File: src/rtl/tmr_update_ctl.sv
module tmr_update_ctl #(
  parameter int NT = 6,
  parameter int DW = 16,
  parameter int RW = 8
) (
  input  logic             clk,
  input  logic             rst_n,
  input  logic             wr_en,
  input  logic [4:0]       wr_addr,
  input  logic [DW-1:0]    wr_data,
  input  logic [NT-1:0]    roll_i,
  output logic [NT-1:0]    upd_o,
  output logic [NT-1:0]    rep_o,
  output logic [NT*DW-1:0] act_cmp_o,
  output logic [NT*DW-1:0] act_per_o
);
  localparam int BYP = RW;
  localparam int OWN = RW + 1;
  localparam int FLM = RW + 2;
  localparam int FLA = RW + 3;
  localparam int CW  = RW + 4;

  logic [NT-1:0][DW-1:0] pre_cmp, pre_per, act_cmp, act_per;
  logic [NT-1:0][CW-1:0] cfg;
  logic [NT-1:0][RW-1:0] rep_cnt;
  logic [NT-1:0]         dis_q, src;
  logic                  upd_m, upd_a, dis_wr;

  assign dis_wr = wr_en && wr_addr == 5'b11100;
  assign upd_m  = cfg[0][OWN] && rep_o[0] && !dis_q[0];
  assign upd_a  = ((cfg[1][OWN] && rep_o[1]) || (cfg[1][FLM] && upd_m)) && !dis_q[1];
  assign upd_o  = src & ~dis_q;
  assign act_cmp_o = act_cmp;
  assign act_per_o = act_per;

  always_ff @(posedge clk or negedge rst_n)
    if (!rst_n) dis_q <= '0;
    else if (dis_wr) dis_q <= wr_data[NT-1:0];

  for (genvar i = 0; i < NT; i++) begin : g_tmr
    logic hit;
    assign hit      = wr_en && wr_addr[4:2] == 3'(i);
    assign rep_o[i] = roll_i[i] && rep_cnt[i] == '0;

    if (i == 0) begin : g_m
      assign src[i] = cfg[i][OWN] && rep_o[i];
    end else if (i == 1) begin : g_a
      assign src[i] = (cfg[i][OWN] && rep_o[i]) || (cfg[i][FLM] && upd_m);
    end else begin : g_s
      assign src[i] = (cfg[i][OWN] && rep_o[i]) || (cfg[i][FLM] && upd_m)
                   || (cfg[i][FLA] && upd_a);
    end

    always_ff @(posedge clk or negedge rst_n)
      if (!rst_n) begin
        pre_cmp[i] <= '0;
        pre_per[i] <= '0;
        act_cmp[i] <= '0;
        act_per[i] <= '0;
        cfg[i]     <= '0;
        rep_cnt[i] <= '0;
      end else begin
        if (roll_i[i])
          rep_cnt[i] <= (rep_cnt[i] == '0) ? cfg[i][RW-1:0] : rep_cnt[i] - 1'b1;
        if (hit && wr_addr[1:0] == 2'd2) cfg[i] <= wr_data[CW-1:0];
        if (hit && wr_addr[1:0] == 2'd0) pre_cmp[i] <= wr_data;
        if (hit && wr_addr[1:0] == 2'd1) pre_per[i] <= wr_data;
        if (upd_o[i]) begin
          act_cmp[i] <= pre_cmp[i];
          act_per[i] <= pre_per[i];
        end
        if (hit && cfg[i][BYP] && wr_addr[1:0] == 2'd0) act_cmp[i] <= wr_data;
        if (hit && cfg[i][BYP] && wr_addr[1:0] == 2'd1) act_per[i] <= wr_data;
      end
  end
endmodule

File: config.mk
export PLATFORM = sky130hd
export DESIGN_NAME = tmr_update_ctl
export DESIGN_NICKNAME = d
export VERILOG_FILES = /design/src/rtl/tmr_update_ctl.sv
export SDC_FILE = /design/constraint.sdc
export NUM_CORES = 1
export LEC_CHECK = 0
export CAP_MARGIN = 20
export CORE_ASPECT_RATIO = 1.1
export CORE_MARGIN = 3
export CORE_UTILIZATION = 40
export DETAILED_ROUTE_END_ITERATION = 10
export PLACE_DENSITY = 0.66
export SLEW_MARGIN = 20
export SYNTH_ARGS = -nofsm -noshare
export SYNTH_HDL_FRONTEND = slang
export SYNTH_SLANG_ARGS = --single-unit
File: constraint.sdc
create_clock -name clk -period 2.4 [get_ports clk]
set_input_delay 0.36 -clock clk [delete_from_list [all_inputs] [get_ports clk]]
set_output_delay 0.36 -clock clk [all_outputs]
set_load 0.01 [all_outputs]
* After elaboration in Yosys (flattened, before gate mapping)
Cells that the tools add are included.
** Storage, ports and cells
- Register bits :: 507
- Input bits :: 30
- Logic and storage cells :: 180
** Cells by class
- Add/subtract/negate cells :: 6
- Equality and inequality tests :: 8
- Mux-type cells :: 30
- Bitwise gates (word level) :: 2
- Reductions and logical operators :: 97
** Operators with widths (number)
- 16-bit two-way mux :: 24
- 1-bit logical AND :: 66
- 8-bit logical NOT :: 6
- 8-bit two-way mux :: 6
- 8-bit by 1-bit subtractor with 8-bit output, second input constant :: 6
- 2-bit nonzero test :: 12
- 1-bit logical OR :: 9
- 6-bit bitwise AND :: 1
- 3-bit by 2-bit == test with 1-bit output, second input constant :: 2
- 3-bit == test, second input constant :: 2
- 6-bit inverter :: 1
- 5-bit == test, second input constant :: 1
- 3-bit by 1-bit == test with 1-bit output, second input constant :: 1
- 3-bit logical NOT :: 1
- 2-bit by 1-bit == test with 1-bit output, second input constant :: 1
- 2-bit == test, second input constant :: 1
- 1-bit logical NOT :: 2
- 2-bit logical NOT :: 1

* Logic depth before layout (Yosys ltp)
Gate-level depths: netlist of the first run.
- Word-level depth :: 12
- Gate-level depth with buffers :: 9
- Depth with buffers taken out :: 7

* Worst setup path after synthesis of the first run
Ideal clock, no wire load.
- Kind :: register to output
- Start point :: reg rep_cnt[0] (netlist bit)
- End point :: out upd_o[1]
- Data arrival time :: 1.806 ns
- Setup slack :: 0.234 ns
- Stages on the path, launching flop included :: 10
- Buffers on the path :: 3
- Cells stage by stage :: dfrtp_1 -> inv_1 -> ha_1 -> nor2b_1 -> and4_1 -> clkbuf_1 -> o21ai_2 -> buf_4 -> inv_1 -> buf_4
** Between the ends
- Longest elaborated chain between the ends :: 7
** RTL lines
- start: declaration :: RTL line 25 : logic [NT-1:0][RW-1:0] rep_cnt;
- start signal: indexed assignment :: RTL line 64 : rep_cnt[i] <= (rep_cnt[i] == '0) ? cfg[i][RW-1:0] : rep_cnt[i] - 1'b1;
- 8-bit logical NOT :: RTL line 43 : assign rep_o[i] = roll_i[i] && rep_cnt[i] == '0;
- 1-bit logical AND :: RTL line 43
- 1-bit logical AND (2 in a row) :: RTL line 30 : assign upd_m = cfg[0][OWN] && rep_o[0] && !dis_q[0];
- 1-bit logical AND :: RTL line 48 : assign src[i] = (cfg[i][OWN] && rep_o[i]) || (cfg[i][FLM] && upd_m);
- 1-bit logical OR :: RTL line 48
- 6-bit bitwise AND :: RTL line 32 : assign upd_o = src & ~dis_q;
- end: declaration :: RTL line 12 : output logic [NT-1:0] upd_o,
No other way between the ends.

* Final worst setup path of the first run
- Start point :: reg dis_q[0]
- End point :: out upd_o[4]
** Between the ends
- Longest elaborated chain between the ends :: 8
- Elaborated cells on any way between the ends :: 10
- Classes of those cells :: bitwise (1); reduce/logical (9)
** RTL lines
- start: declaration :: RTL line 26 : logic [NT-1:0] dis_q, src;
- start signal: assignment :: RTL line 38 : else if (dis_wr) dis_q <= wr_data[NT-1:0];
- 1-bit logical NOT (*) :: RTL line 30
- 1-bit logical AND (*) :: RTL line 30
- 1-bit logical AND :: RTL line 31 : assign upd_a = ((cfg[1][OWN] && rep_o[1]) || (cfg[1][FLM] && upd_m)) && !dis_q[1];
- 1-bit logical OR :: RTL line 31
- 1-bit logical AND :: RTL line 31
- 1-bit logical AND :: RTL line 51 : || (cfg[i][FLA] && upd_a);
- 1-bit logical OR (*) :: RTL line 51
- 6-bit bitwise AND (*) :: RTL line 32
Every way passes the cells marked *; elsewhere a longest branch is shown, timed or not.

==> out/summary.json, run 1 <==
{
  "worst_path_dominant_cell_family": {"value": "simple AND/OR/NAND/NOR gates"},
  "post-route-worst-setup-slack": {"value": -0.2835, "unit": "ns"},
  "finalPower": {"value": 0.02544, "unit": "W"},
  "cts_buffers": {"value": 53},
  "worstHoldPathCells": {"value": 3},
  "outcome": {"value": "complete, but fails checks"},
  "max_stage_delay_on_crit_path": {"value": 0.41, "unit": "ns"},
  "initial_core_util": {"value": 40.69, "unit": "%"},
  "synth_top_area_share": {"value": 55.21, "unit": "%"},
  "tightestPinTransition": {"value": 1.020, "unit": "ns"},
  "grt_start_max_net_pins": {"value": 100},
  "post_synth_main_area_contributors": {"value": "sky130_fd_sc_hd__dfrtp_1 55%, sky130_fd_sc_hd__mux2_2 13%, sky130_fd_sc_hd__o211ai_1 4.3%, sky130_fd_sc_hd__nand4_1 3.7%, sky130_fd_sc_hd__nand2_1 3.6%"},
  "routed_wire_length_per_instance": {"value": 21.49, "unit": "um"},
  "clk_pin_slew": {"value": 0.06, "unit": "ns"},
  "first_drt_iteration_drcs": {"value": 1289},
  "coreArea": {"value": 56470, "unit": "um^2"},
  "synth.lib_cells_used.distinct": {"value": 63},
  "grt_overflow_total": {"value": 0},
  "clock_tree.root_cell": {"value": "sky130_fd_sc_hd__clkbuf_16"},
  "hpwl_dp": {"value": 42810, "unit": "um"},
  "cts_max_path_buffers": {"value": 3},
  "fin_crit_sh": {"value": 111.8, "unit": "%"},
  "via_count": {"value": 17980},
  "ys.warnings.count": {"value": 0},
  "areaGrowthSynthToFinish": {"value": 28.92, "unit": "%"},
  "holdCritStartpoint": {"value": "wr_data[1]"},
  "synth_simple_gate_area_share": {"value": 15.14, "unit": "%"},
  "violations": {"value": "negative setup slack"},
  "maxCapViolations": {"value": 0},
  "synth_flop_cell": {"value": "sky130_fd_sc_hd__dfrtp_1"},
  "cp_max_fo": {"value": 4},
  "synth_adder_area_share": {"value": 0.6534, "unit": "%"},
  "io_buffers": {"value": 233},
  "worst_skew_pair_latency": {"value": 0.60, "unit": "ns"},
  "rr_worst_depth": {"value": 7},
  "path_cells": {"value": "buf_6 -> nor4bb_4 -> nand4_1 -> nand2_2 -> buf_6 -> nand3_2 -> a31oi_1 -> buf_4"},
  "route.detailed.vias_per_inst": {"value": 5.680},
  "setup_violations": {"value": 8},
  "rr_endpoint": {"value": "act_cmp_o[0]"},
  "worst_slew_margin_rel": {"value": 32.02, "unit": "%"},
  "globalplace.congestion": {"value": 0.8461},
  "cellPowerDensity": {"value": 858.7, "unit": "nW/um^2"},
  "synthesis.nets": {"value": 2097},
  "routed_wirelength": {"value": 68000, "unit": "um"},
  "critical_path.startpoint_type": {"value": "flip-flop"},
  "synth.cell_area": {"value": 22980, "unit": "um^2"},
  "synthXorXnorAreaFrac": {"value": 0, "unit": "%"},
  "skew": {"value": 0.02327, "unit": "ns"},
  "worstSetupPathDepth": {"value": 8},
  "end_point_of_the_worst_hold_path": {"value": "act_per_o[81]"},
  "first_global_vias": {"value": 18110},
  "drt_pass_1_iters": {"value": 5},
  "crit-reg2reg-launch": {"value": "rep_cnt[2]"},
  "drc": {"value": 0},
  "floorplan.rows": {"value": 91},
  "number_of_top_level_pins": {"value": 234},
  "synth.avg_cell_area": {"value": 11.18, "unit": "um^2"},
  "worst-setup-path-type": {"value": "flip-flop to output port"},
  "filler_cell_count": {"value": 4915},
  "number_of_buffers_and_inverters_on_the_critical_path": {"value": 3},
  "ys_async_sr_fraction": {"value": 100.0, "unit": "%"},
  "synth_largest_area_cell": {"value": "sky130_fd_sc_hd__dfrtp_1"},
  "global_route.usage.total": {"value": 22.21, "unit": "%"},
  "final_period_minus_worst_setup_slack": {"value": 2.684, "unit": "ns"},
  "cts_tree": {"value": "done"},
  "ys_seq_elements": {"value": 507},
  "netlist_top_cells_count": {"value": "507 x sky130_fd_sc_hd__dfrtp_1, 266 x sky130_fd_sc_hd__mux2_2, 223 x sky130_fd_sc_hd__nand2_1, 141 x sky130_fd_sc_hd__nand3_1, 135 x sky130_fd_sc_hd__nand4_1"},
  "area_fraction_in_compound_gates_after_synthesis": {"value": 9.159, "unit": "%"},
  "synthCells": {"value": 2055},
  "worst_ep_required_time": {"value": 2.04, "unit": "ns"},
  "worst-endpoint-arrival": {"value": 2.32, "unit": "ns"},
  "floorplan.die.width": {"value": 234.5, "unit": "um"},
  "fin_nets": {"value": 2422},
  "achievable-frequency": {"value": 372.6, "unit": "MHz"},
  "synth_top_family_by_area": {"value": "multiplexers"},
  "setup.reg_to_reg.worst_slack": {"value": 0.13, "unit": "ns"},
  "clkSinkCount": {"value": 507},
  "power.leakage": {"value": 13.35, "unit": "nW"},
  "fraction_of_layout_cells_with_a_size_suffix_above_1": {"value": 27.50, "unit": "%"},
  "multiplexer_fraction_of_the_synthesized_cell_area": {"value": 15.87, "unit": "%"},
  "final_hold_viol_count": {"value": 0},
  "min-delay-path-class": {"value": "primary input to flip-flop"},
  "antenna_found_initial": {"value": 5},
  "drv_slew": {"value": 0},
  "critPathMostFrequentCell": {"value": "sky130_fd_sc_hd__buf_6"},
  "grt_first_pass_wirelength": {"value": 105400, "unit": "um"},
  "area_enclosed_by_the_die_boundary": {"value": 60360, "unit": "um^2"},
  "cts_max_level": {"value": 2},
  "end_kind": {"value": "output port"},
  "synth_edf_count": {"value": 0},
  "stdcell_area": {"value": 29620, "unit": "um^2"},
  "critical-path-slowest-cell": {"value": "sky130_fd_sc_hd__dfrtp_1"},
  "height_of_the_die": {"value": 257.4, "unit": "um"},
  "antenna_violating_nets_post_route": {"value": 0},
  "vdd.ir_drop.worst": {"value": 0.5660, "unit": "mV"},
  "yosysMostFrequentCell": {"value": "sky130_fd_sc_hd__dfrtp_1"},
  "dpl-instance-area": {"value": 27500, "unit": "um^2"},
  "ys_seq_area_share": {"value": 55.21, "unit": "%"},
  "grt_setup_unrepaired": {"value": "true"}
}
## through the flow
step / utilization, % / cells / setup TNS, ns / hold slack [ns] / setup WS (ns)
CTS: 52.18 / 3149 / -1.960 / 0.02473 / -0.3630
floorplan: - / 2055 / 0 / 0.06441 / 0.2344
global placement: 48.69 / 3042 / -15.47 / 0.2987 / -0.7120
global route: 52.44 / 3162 / -2.313 / 0.04257 / -0.4375
finish: 52.46 / 3165 / -1.443 / 0.05462 / -0.2835
detailed placement: 48.69 / 3042 / -17.30 / 0.2938 / -0.6620
## cells by family after synthesis
family	Yosys count
adders and majority gates	12
buffers and inverters	210
muxes	331
AOI/OAI and AO/OA	322
DFF	507
and+or+nand+nor	673
## report_power, final
| part | total (W) | switching [W] | internal [W] |
|---|---|---|---|
| Clock | 0.00801 | 0.00341 | 0.00460 |
| Combinational | 0.00582 | 0.00257 | 0.00325 |
| Sequential | 0.0116 | 0.00128 | 0.0103 |
| Total | 0.0254 | 0.00727 | 0.0182 |
## sequential cells by signal, indices dropped and copies added, names as in the netlist
name       cells
act_per_o     96
rep_cnt       48
cfg           69
pre_cmp       96
act_cmp_o     96
dis_q          6
pre_per       96
## per-layer routing
layer	vias to the layer above	wire length (um)	track usage (%)	part of all wire (%)
li1	8139	-	-	-
met1	9153	28320	28.89	42
met2	551	33060	36.50	49
met3	132	4272	4.838	6.3
met4	2	2327	7.928	3.4
met5	-	13	0	0.019
## repair_timing
| item | in CTS | in global routing |
|---|---|---|
| pin swaps | 23 | 16 |
| endpoints found under the setup margin | 13 | 15 |
| hold buffers | 1 | 0 |
| setup buffers | 16 | 14 |
| resized for setup | 106 | 15 |
| endpoints found under the hold margin | 28 | 0 |
## layout by cell type (no fill, tap or decap), drive strengths merged, types with 8 or more instances in the layout
cell / n
clkdlybuf4s50: 208
o211ai: 131
nand3: 141
a21oi: 55
nor4: 12
nor3b: 12
nand2: 223
dfrtp: 507
nor2b: 8
clkinv: 9
buf: 243
and2: 8
nor3: 19
nand4: 135
nand2b: 9
o21ai: 77
a22o: 15
inv: 27
mux2i: 65
mux2: 266
clkbuf: 82
ha: 12
a31oi: 11
nor2: 66
## worst register-to-register path, cell delays in order (launching register included)
cell and delay (ns):
sky130_fd_sc_hd__dfrtp_1 0.37, sky130_fd_sc_hd__or3_4 0.42, sky130_fd_sc_hd__nor4_4 0.30, sky130_fd_sc_hd__buf_4 0.16, sky130_fd_sc_hd__buf_4 0.15, sky130_fd_sc_hd__buf_6 0.38
sky130_fd_sc_hd__mux2i_1 0.27, sky130_fd_sc_hd__o21ai_0 0.11
## cell type report
| type | count | area [um^2] | share of cell area (%) |
|---|---|---|---|
| Multi-Input combinational cell | 1338 | 9681 | 32.68 |
| Timing Repair Buffer | 454 | 4541 | 15.33 |
| Clock buffer | 80 | 1569 | 5.296 |
| Tap cell | 744 | 930.9 | 3.142 |
| Clock inverter | 13 | 110.1 | 0.3717 |
| Inverter | 26 | 97.59 | 0.3294 |
| Antenna cell | 3 | 7.507 | 0.02534 |
| Sequential cell | 507 | 12690 | 42.83 |
## worst max path at each step
stage / from / to
finish: dis_q[0] / upd_o[4]
global route: dis_q[0] / upd_o[4]
CTS: dis_q[0] / upd_o[2]
detailed placement: roll_i[5] / upd_o[5]
global placement: roll_i[5] / upd_o[5]
floorplan: rep_cnt[0] / upd_o[1]
Power figures use the tool's default switching activity.
==> run 2: changes to the inputs <==
Settings changed: MAX_ROUTING_LAYER set to met4.
==> run 2 against run 1 <==
  * The flow still finishes with violations (negative setup slack)
  * Power is essentially flat
  * Clock-buffer cell count is the same
  * Sequential share of layout area is essentially flat
  * Global-route usage grew 0.64 points
  * Final cell count is essentially flat
  * Register-to-register slack is essentially flat
  * Critical path depth is the same
  * Die area is the same
  * Non-clock buffer count is the same
  * Flip-flop and latch count is the same
==> out/summary.json, run 2 (synthesis results as in run 1) <==
{
  "outcome": {"value": "complete, but fails checks", "change": "unchanged"},
  "violations": {"value": "negative setup slack", "change": "unchanged"},
  "final_period_minus_worst_setup_slack": {"value": 2.682, "unit": "ns", "change": "was 2.684 ns"},
  "fin_crit_sh": {"value": 111.7, "unit": "%", "change": "was 111.8%"},
  "routed_wire_length_per_instance": {"value": 21.42, "unit": "um", "change": "was 21.49 um"},
  "p_clk_share": {"value": 31.5, "unit": "%", "change": "about the same"},
  "grt_start_max_net_pins": {"value": 100, "change": "unchanged"},
  "height_of_the_die": {"value": 257.4, "unit": "um", "change": "unchanged"},
  "worst_slew_margin_rel": {"value": 33.05, "unit": "%", "change": "was 32.02%"},
  "worst_ep_required_time": {"value": 2.04, "unit": "ns", "change": "about the same"},
  "via_count": {"value": 17940, "change": "was 17980"},
  "power.leakage": {"value": 13.35, "unit": "nW", "change": "unchanged"},
  "area_enclosed_by_the_die_boundary": {"value": 60360, "unit": "um^2", "change": "unchanged"},
  "initial_core_util": {"value": 40.69, "unit": "%", "change": "unchanged"},
  "mostFrequentLayoutCell": {"value": "sky130_fd_sc_hd__dfrtp_1", "change": "unchanged"},
  "achievable-frequency": {"value": 372.9, "unit": "MHz", "change": "was 372.6 MHz"},
  "cellPowerDensity": {"value": 858.3, "unit": "nW/um^2", "change": "was 858.7 nW/um^2"},
  "placed_cells_incl_taps": {"value": 3042, "change": "unchanged"},
  "dpl-instance-area": {"value": 27500, "unit": "um^2", "change": "unchanged"},
  "path_cells": {"value": "buf_6 -> nor4bb_4 -> nand4_1 -> nand2_2 -> buf_6 -> nand3_2 -> a31oi_1 -> buf_4", "change": "unchanged"},
  "vdd.ir_drop.worst": {"value": 0.5658, "unit": "mV", "change": "was 0.5660 mV"},
  "max_stage_delay_on_crit_path": {"value": 0.41, "unit": "ns", "change": "about the same"},
  "final_hold_viol_count": {"value": 0, "change": "unchanged"},
  "layout.cells.most_common_list": {"value": "506 x sky130_fd_sc_hd__dfrtp_1, 266 x sky130_fd_sc_hd__mux2_2, 220 x sky130_fd_sc_hd__nand2_1, 208 x sky130_fd_sc_hd__clkdlybuf4s50_1, 169 x sky130_fd_sc_hd__buf_4", "change": "unchanged"},
  "worst_skew_pair_latency": {"value": 0.60, "unit": "ns", "change": "about the same"},
  "holdWs": {"value": 0.05502, "unit": "ns", "change": "was 0.05462 ns"},
  "drt_pass_1_iters": {"value": 5, "change": "unchanged"},
  "areaGrowthSynthToFinish": {"value": 28.95, "unit": "%", "change": "was 28.92%"},
  "power_frac_comb": {"value": 22.9, "unit": "%", "change": "about the same"},
  "first_drt_iteration_drcs": {"value": 1280, "change": "was 1289"},
  "coreArea": {"value": 56470, "unit": "um^2", "change": "unchanged"},
  "antenna_violating_nets_post_route": {"value": 0, "change": "unchanged"},
  "filler_cell_count": {"value": 4915, "change": "unchanged"},
  "io_buffers": {"value": 233, "change": "unchanged"},
  "global_routing_s_busiest_layer": {"value": "met2", "change": "unchanged"},
  "drv_slew": {"value": 0, "change": "unchanged"},
  "worst-endpoint-arrival": {"value": 2.32, "unit": "ns", "change": "about the same"},
  "place_ws": {"value": -0.6620, "unit": "ns", "change": "unchanged"},
  "setup_violations": {"value": 8, "change": "unchanged"},
  "grt_first_pass_wirelength": {"value": 105400, "unit": "um", "change": "about the same"},
  "cts_tree": {"value": "done", "change": "unchanged"},
  "finalPower": {"value": 0.02543, "unit": "W", "change": "was 0.02544 W"},
  "clkSinkCount": {"value": 507, "change": "unchanged"},
  "finish.cell_count_without_fillers": {"value": 3167, "change": "was 3165"},
  "multi_input_comb_area": {"value": 9681, "unit": "um^2", "change": "unchanged"},
  "clock_tree.root_cell": {"value": "sky130_fd_sc_hd__clkbuf_16", "change": "unchanged"},
  "cts_max_level": {"value": 2, "change": "unchanged"},
  "critPathMostFrequentCell": {"value": "sky130_fd_sc_hd__buf_6", "change": "unchanged"},
  "cts_buffers": {"value": 53, "change": "unchanged"},
  "global_route.usage.met2": {"value": 36.61, "unit": "%", "change": "was 36.50%"},
  "grt_overflow_total": {"value": 0, "change": "unchanged"},
  "internal_power": {"value": 0.01817, "unit": "W", "change": "unchanged"},
  "min-delay-path-class": {"value": "primary input to flip-flop", "change": "unchanged"},
  "gr-usage-met1": {"value": 29.00, "unit": "%", "change": "was 28.89%"},
  "stdcell_area": {"value": 29630, "unit": "um^2", "change": "was 29620 um^2"},
  "grt_setup_unrepaired": {"value": "true", "change": "unchanged"},
  "power.sequential.fraction": {"value": 45.6, "unit": "%", "change": "about the same"},
  "critical_path.startpoint_type": {"value": "flip-flop", "change": "unchanged"},
  "routed_wirelength": {"value": 67850, "unit": "um", "change": "was 68000 um"},
  "tightestPinTransition": {"value": 1.004, "unit": "ns", "change": "was 1.020 ns"},
  "worst-setup-path-type": {"value": "flip-flop to output port", "change": "unchanged"},
  "total_switching_power": {"value": 0.007256, "unit": "W", "change": "was 0.007265 W"},
  "fraction_of_layout_cells_with_a_size_suffix_above_1": {"value": 27.50, "unit": "%", "change": "unchanged"},
  "drc": {"value": 0, "change": "unchanged"},
  "floorplan.rows": {"value": 91, "change": "unchanged"},
  "met3_usage": {"value": 4.462, "unit": "%", "change": "was 4.838%"},
  "ff_latch_area": {"value": 12690, "unit": "um^2", "change": "unchanged"},
  "global_route.usage.total": {"value": 22.86, "unit": "%", "change": "was 22.21%"},
  "clk_pin_slew": {"value": 0.06, "unit": "ns", "change": "about the same"},
  "globalplace.congestion": {"value": 0.8594, "change": "was 0.8461"},
  "p_sw_share": {"value": 28.53, "unit": "%", "change": "was 28.56%"},
  "first_global_vias": {"value": 18100, "change": "was 18110"},
  "fin_nets": {"value": 2422, "change": "unchanged"},
  "cts_max_path_buffers": {"value": 3, "change": "unchanged"},
  "floorplan.die.width": {"value": 234.5, "unit": "um", "change": "unchanged"},
  "number_of_top_level_pins": {"value": 234, "change": "unchanged"},
  "skew": {"value": 0.02123, "unit": "ns", "change": "was 0.02327 ns"},
  "maxCapViolations": {"value": 0, "change": "unchanged"},
  "post-route-worst-setup-slack": {"value": -0.2819, "unit": "ns", "change": "was -0.2835 ns"},
  "critical-path-slowest-cell": {"value": "sky130_fd_sc_hd__dfrtp_1", "change": "unchanged"},
  "hpwl_dp": {"value": 42810, "unit": "um", "change": "unchanged"},
  "antenna_found_initial": {"value": 4, "change": "was 5"},
  "route.detailed.vias_per_inst": {"value": 5.664, "change": "was 5.680"},
  "cp_max_fo": {"value": 4, "change": "unchanged"},
  "end_kind": {"value": "output port", "change": "unchanged"}
}
## run 2: cell types whose count changed in the layout (fill, tap and decap cells not counted)
cell	delta
sky130_fd_sc_hd__diode_2	+2
## run 2: cell type report
type	count	area share (%)
inverters	26	0.3294
repair buffers	454	15.32
clock buffers	80	5.295
clock inverters	13	0.3716
flip-flops and latches	507	42.82
well taps	744	3.142
diodes	5	0.04223
multi-input cells	1338	32.67
## run 2: stage by stage
step / TNS [ns] / util, %
final: -1.423 / 52.47
after global routing: -2.314 / 52.45
after CTS: -1.960 / 52.18
after detailed placement: -17.30 / 48.69
after global placement: -15.47 / 48.69
after floorplan: 0 / -
## run 2: repair_timing
action / CTS / global route
pin swaps: 23 / 16
setup buffers: 16 / 14
endpoints found under the setup margin: 13 / 14
endpoints found under the hold margin: 28 / 0
resized for setup: 106 / 15
hold buffers: 1 / 0
## run 2: per-layer routing
layer  wire, um  up-vias  share of wire, %
li1           -     8133                 -
met1      28350     9117                42
met2      33210      547                49
met3       4077      141               6.0
met4       2209        0               3.3
met5          0        -                 0
## run 2: critical path: cells and delay by family, from the launching register on
kind,cells,cell delay [ns]
simple gates,4,0.71
buf+inv,3,0.43
flops,1,0.41
compound gates,1,0.18
## run 2: path summary, 6_finish.rpt
check	from	slack [ns]	endpoint	depth (start not counted)
worst max-delay path	dis_q[0]	-0.28	upd_o[4]	8
worst min-delay path	wr_data[1]	0.06	act_per_o[81]	3
worst max register to register	rep_cnt[2]	0.13	act_cmp_o[0]	7
worst min register to register	cfg[52]	0.50	cfg[52]	1
max in group asynchronous	rst_n	1.24	pre_per[85]	3
min in group asynchronous	rst_n	0.28	act_cmp_o[31]	2
## run 2: power groups by stage
stage / combinational, W / sequential (W) / clock (W)
final: 0.00582 / 0.0116 / 0.00800
after detailed placement: 0.00547 / 0.0116 / 0
after global placement: 0.00526 / 0.0116 / 0
after floorplan: 0.00252 / 0.0116 / 0
after global routing: 0.00639 / 0.0118 / 0.00853
after CTS: 0.00573 / 0.0116 / 0.00819
==> run 3: changes to the inputs <==
Settings changed: CTS_BUF_LIST set to sky130_fd_sc_hd__clkbuf_2, DONT_BUFFER_PORTS set to 1, PLACE_DENSITY 0.66 to 0.6, SKIP_LAST_GASP set to 1.
==> run 3 against run 2 <==
  * The run ends with negative hold slack, max-slew violations, negative setup slack left
  * Flip-flop and latch count did not move
  * Utilization fell by 3.3 points
  * Clock-buffer cell count rose by 120
  * Clock skew rose by 0.071 ns
  * Global-route usage rose by 2.6 points
  * Via count rose by 1.1%
  * Cell area fell by 6.3%
  * Worst hold slack got worse by 1.2 ns
  * Sequential power rose by 3%
  * Final cell count fell by 0.76%
  * First-iteration DRC count rose by 9.8%
  * Combinational power fell by 23%
==> out/summary.json, run 3 (synthesis results as in run 1) <==
{
  "outcome": {"value": "complete, but fails checks", "change": "unchanged"},
  "violations": {"value": "negative hold slack, max-slew violations, negative setup slack", "change": "was negative setup slack"},
  "routed_wire_length_per_instance": {"value": 23.70, "unit": "um", "change": "was 21.42 um"},
  "global_route.usage.met2": {"value": 38.89, "unit": "%", "change": "was 36.61%"},
  "io_buffers": {"value": 0, "change": "was 233"},
  "clk_pin_slew": {"value": 0.11, "unit": "ns", "change": "was 0.06 ns"},
  "met3_usage": {"value": 7.938, "unit": "%", "change": "was 4.462%"},
  "antenna_found_initial": {"value": 8, "change": "was 4"},
  "end_kind": {"value": "output port", "change": "unchanged"},
  "cts_buffers": {"value": 138, "change": "was 53"},
  "stdcell_area": {"value": 27770, "unit": "um^2", "change": "was 29630 um^2"},
  "placed_cells_incl_taps": {"value": 2693, "change": "was 3042"},
  "critPathLaunch": {"value": "rep_cnt[6]", "change": "was dis_q[0]"},
  "fraction_of_layout_cells_with_a_size_suffix_above_1": {"value": 31.77, "unit": "%", "change": "was 27.50%"},
  "globalplace.congestion": {"value": 0.7856, "change": "was 0.8594"},
  "final_hold_viol_count": {"value": 519, "change": "was 0"},
  "achievable-frequency": {"value": 286.0, "unit": "MHz", "change": "was 372.9 MHz"},
  "cellPowerDensity": {"value": 818.8, "unit": "nW/um^2", "change": "was 858.3 nW/um^2"},
  "coreArea": {"value": 56470, "unit": "um^2", "change": "unchanged"},
  "worst-endpoint-arrival": {"value": 3.14, "unit": "ns", "change": "was 2.32 ns"},
  "worst_ep_required_time": {"value": 2.04, "unit": "ns", "change": "about the same"},
  "min-delay-path-class": {"value": "primary input to asynchronous set/reset pin", "change": "was primary input to flip-flop"},
  "hpwl_dp": {"value": 37540, "unit": "um", "change": "was 42810 um"},
  "via_count": {"value": 18140, "change": "was 17940"},
  "finalPower": {"value": 0.02274, "unit": "W", "change": "was 0.02543 W"},
  "fin_nets": {"value": 2341, "change": "was 2422"},
  "route.detailed.vias_per_inst": {"value": 5.771, "change": "was 5.664"},
  "layout.cells.most_common_list": {"value": "497 x sky130_fd_sc_hd__dfrtp_1, 266 x sky130_fd_sc_hd__mux2_2, 221 x sky130_fd_sc_hd__nand2_1, 200 x sky130_fd_sc_hd__clkbuf_2, 141 x sky130_fd_sc_hd__nand3_1", "change": "was 506 x sky130_fd_sc_hd__dfrtp_1, 266 x sky130_fd_sc_hd__mux2_2, 220 x sky130_fd_sc_hd__nand2_1, 208 x sky130_fd_sc_hd__clkdlybuf4s50_1, 169 x sky130_fd_sc_hd__buf_4"},
  "floorplan.rows": {"value": 91, "change": "unchanged"},
  "drv_slew": {"value": 89, "change": "was 0"},
  "first_global_vias": {"value": 18500, "change": "was 18100"},
  "worst_slew_margin_rel": {"value": -9.219, "unit": "%", "change": "was 33.05%"},
  "critical_path.endpoint": {"value": "upd_o[2]", "change": "was upd_o[4]"},
  "maxCapViolations": {"value": 0, "change": "unchanged"},
  "floorplan.die.width": {"value": 234.5, "unit": "um", "change": "unchanged"},
  "cp_max_fo": {"value": 2, "change": "was 4"},
  "worst_skew_pair_latency": {"value": 1.31, "unit": "ns", "change": "was 0.60 ns"},
  "clock_tree.root_cell": {"value": "sky130_fd_sc_hd__clkbuf_2", "change": "was sky130_fd_sc_hd__clkbuf_16"},
  "rr_worst_depth": {"value": 9, "change": "was 7"},
  "mostFrequentLayoutCell": {"value": "sky130_fd_sc_hd__dfrtp_1", "change": "unchanged"},
  "power.leakage": {"value": 12.83, "unit": "nW", "change": "was 13.35 nW"},
  "area_enclosed_by_the_die_boundary": {"value": 60360, "unit": "um^2", "change": "unchanged"},
  "antenna_violating_nets_post_route": {"value": 0, "change": "unchanged"},
  "finish.cell_count_without_fillers": {"value": 3143, "change": "was 3167"},
  "crit-reg2reg-launch": {"value": "rep_cnt[6]", "change": "was rep_cnt[2]"},
  "worst-setup-path-type": {"value": "flip-flop to output port", "change": "unchanged"},
  "post-route-worst-setup-slack": {"value": -1.097, "unit": "ns", "change": "was -0.2819 ns"},
  "drt_pass_1_iters": {"value": 5, "change": "unchanged"},
  "grt_overflow_total": {"value": 0, "change": "unchanged"},
  "grt_setup_unrepaired": {"value": "true", "change": "unchanged"},
  "fin_crit_sh": {"value": 145.7, "unit": "%", "change": "was 111.7%"},
  "skew": {"value": 0.09213, "unit": "ns", "change": "was 0.02123 ns"},
  "initial_core_util": {"value": 40.69, "unit": "%", "change": "unchanged"},
  "critPathMostFrequentCell": {"value": "sky130_fd_sc_hd__buf_4", "change": "was sky130_fd_sc_hd__buf_6"},
  "tightestPinTransition": {"value": 1.638, "unit": "ns", "change": "was 1.004 ns"},
  "cts_tree": {"value": "done", "change": "unchanged"},
  "cts_max_path_buffers": {"value": 3, "change": "unchanged"},
  "max_stage_delay_on_crit_path": {"value": 0.42, "unit": "ns", "change": "was 0.41 ns"},
  "routed_wirelength": {"value": 74500, "unit": "um", "change": "was 67850 um"},
  "gr-usage-met1": {"value": 30.75, "unit": "%", "change": "was 29.00%"},
  "post-route-util": {"value": 49.17, "unit": "%", "change": "was 52.47%"},
  "cts_max_level": {"value": 4, "change": "was 2"},
  "critical-path-slowest-cell": {"value": "sky130_fd_sc_hd__dfrtp_2", "change": "was sky130_fd_sc_hd__dfrtp_1"},
  "setup.reg_to_reg.worst_slack": {"value": 0.06, "unit": "ns", "change": "was 0.13 ns"},
  "setup_violations": {"value": 12, "change": "was 8"},
  "grt_start_max_net_pins": {"value": 508, "change": "was 100"},
  "vdd.ir_drop.worst": {"value": 0.3778, "unit": "mV", "change": "was 0.5658 mV"},
  "areaGrowthSynthToFinish": {"value": 20.84, "unit": "%", "change": "was 28.95%"},
  "rr_endpoint": {"value": "act_per_o[1]", "change": "was act_cmp_o[0]"},
  "clkSinkCount": {"value": 507, "change": "unchanged"},
  "place_ws": {"value": 0.06897, "unit": "ns", "change": "was -0.6620 ns"},
  "grt_first_pass_wirelength": {"value": 112800, "unit": "um", "change": "was 105400 um"},
  "number_of_top_level_pins": {"value": 234, "change": "unchanged"},
  "final_period_minus_worst_setup_slack": {"value": 3.497, "unit": "ns", "change": "was 2.682 ns"},
  "global_route.usage.total": {"value": 25.41, "unit": "%", "change": "was 22.86%"},
  "height_of_the_die": {"value": 257.4, "unit": "um", "change": "unchanged"},
  "first_drt_iteration_drcs": {"value": 1406, "change": "was 1280"},
  "drc": {"value": 0, "change": "unchanged"},
  "holdWs": {"value": -1.187, "unit": "ns", "change": "was 0.05502 ns"},
  "global_routing_s_busiest_layer": {"value": "met2", "change": "unchanged"},
  "path_cells": {"value": "or3b_4 -> nor4_4 -> buf_4 -> a22o_1 -> a31oi_1 -> nor2_1 -> buf_4", "change": "was buf_6 -> nor4bb_4 -> nand4_1 -> nand2_2 -> buf_6 -> nand3_2 -> a31oi_1 -> buf_4"},
  "dpl-instance-area": {"value": 23930, "unit": "um^2", "change": "was 27500 um^2"},
  "critical_path.startpoint_type": {"value": "flip-flop", "change": "unchanged"}
}
==> run 3: changes by cell type in the layout (fill, tap and decap cells not counted), moves of 7 or more <==
cell	delta
sky130_fd_sc_hd__buf_6	-8
sky130_fd_sc_hd__dfrtp_1	-9
sky130_fd_sc_hd__buf_12	-8
sky130_fd_sc_hd__clkbuf_1	-14
sky130_fd_sc_hd__buf_2	-14
sky130_fd_sc_hd__clkbuf_8	-12
sky130_fd_sc_hd__clkdlybuf4s50_1	-208
sky130_fd_sc_hd__clkbuf_16	-51
sky130_fd_sc_hd__buf_4	-32
sky130_fd_sc_hd__clkbuf_2	+198
sky130_fd_sc_hd__inv_2	+7
sky130_fd_sc_hd__dlygate4sd3_1	+98
sky130_fd_sc_hd__clkinv_1	+17
sky130_fd_sc_hd__dfrtp_2	+9
==> run 3: final cells by class <==
class | instances | area [um^2]
sequential | 507 | 12700
clock inverter | 33 | 226.5
clock buffer | 200 | 1001
fill | 5157 | 28710
timing repair buffer | 288 | 3087
antenna | 7 | 17.52
multi-input combinational | 1338 | 9704
tap | 744 | 930.9
inverter | 26 | 100.1
==> run 3: timing repair <==
item                                   4_1_cts  5_1_grt
pin swaps                                   17       11
buffers inserted                            71       21
endpoints found under the hold margin     1014      560
resized for setup                           65       21
gates cloned                                 1        3
hold buffers                               131        2
setup endpoints to repair                   12       24
==> run 3: per-layer routing <==
layer	up-vias	share of wire (%)
met5	-	0
met4	0	3.9
met3	168	7.8
met2	681	48
met1	9224	41
li1	8065	-
==> run 3: metrics by stage <==
stage / hold slack [ns] / setup TNS, ns
final: -1.187 / -9.050
after global routing: -1.357 / -11.81
after CTS: -1.416 / -14.41
after detailed placement: 0.1052 / 0
after global placement: 0.1045 / 0
after floorplan: 0.06441 / 0
==> run 3: how the worst min path moves through the flow <==
stage | to | cells after the start
3_5_place_dp | cfg[41] | 0
6_report | rep_cnt[24] | 0
4_1_cts | rep_cnt[8] | 0
5_1_grt | rep_cnt[28] | 0
3_3_place_gp | cfg[41] | 0
2_1_floorplan | act_cmp_o[0] | 0
==> run 3: power breakdown <==
| part | total [W] | switching (W) | leakage [nW] | internal (W) |
|---|---|---|---|---|
| Sequential | 0.0120 | 0.00170 | 6.60 | 0.0103 |
| Clock | 0.00625 | 0.00370 | 0.945 | 0.00255 |
| Combinational | 0.00447 | 0.00199 | 5.29 | 0.00248 |
==> run 3: worst max-delay path, delay by kind of cell (launching register included) <==
family	cells	cell delay, ns
buf+inv	2	0.35
compound gates	2	0.19
flops	1	0.42
simple gates	3	0.90
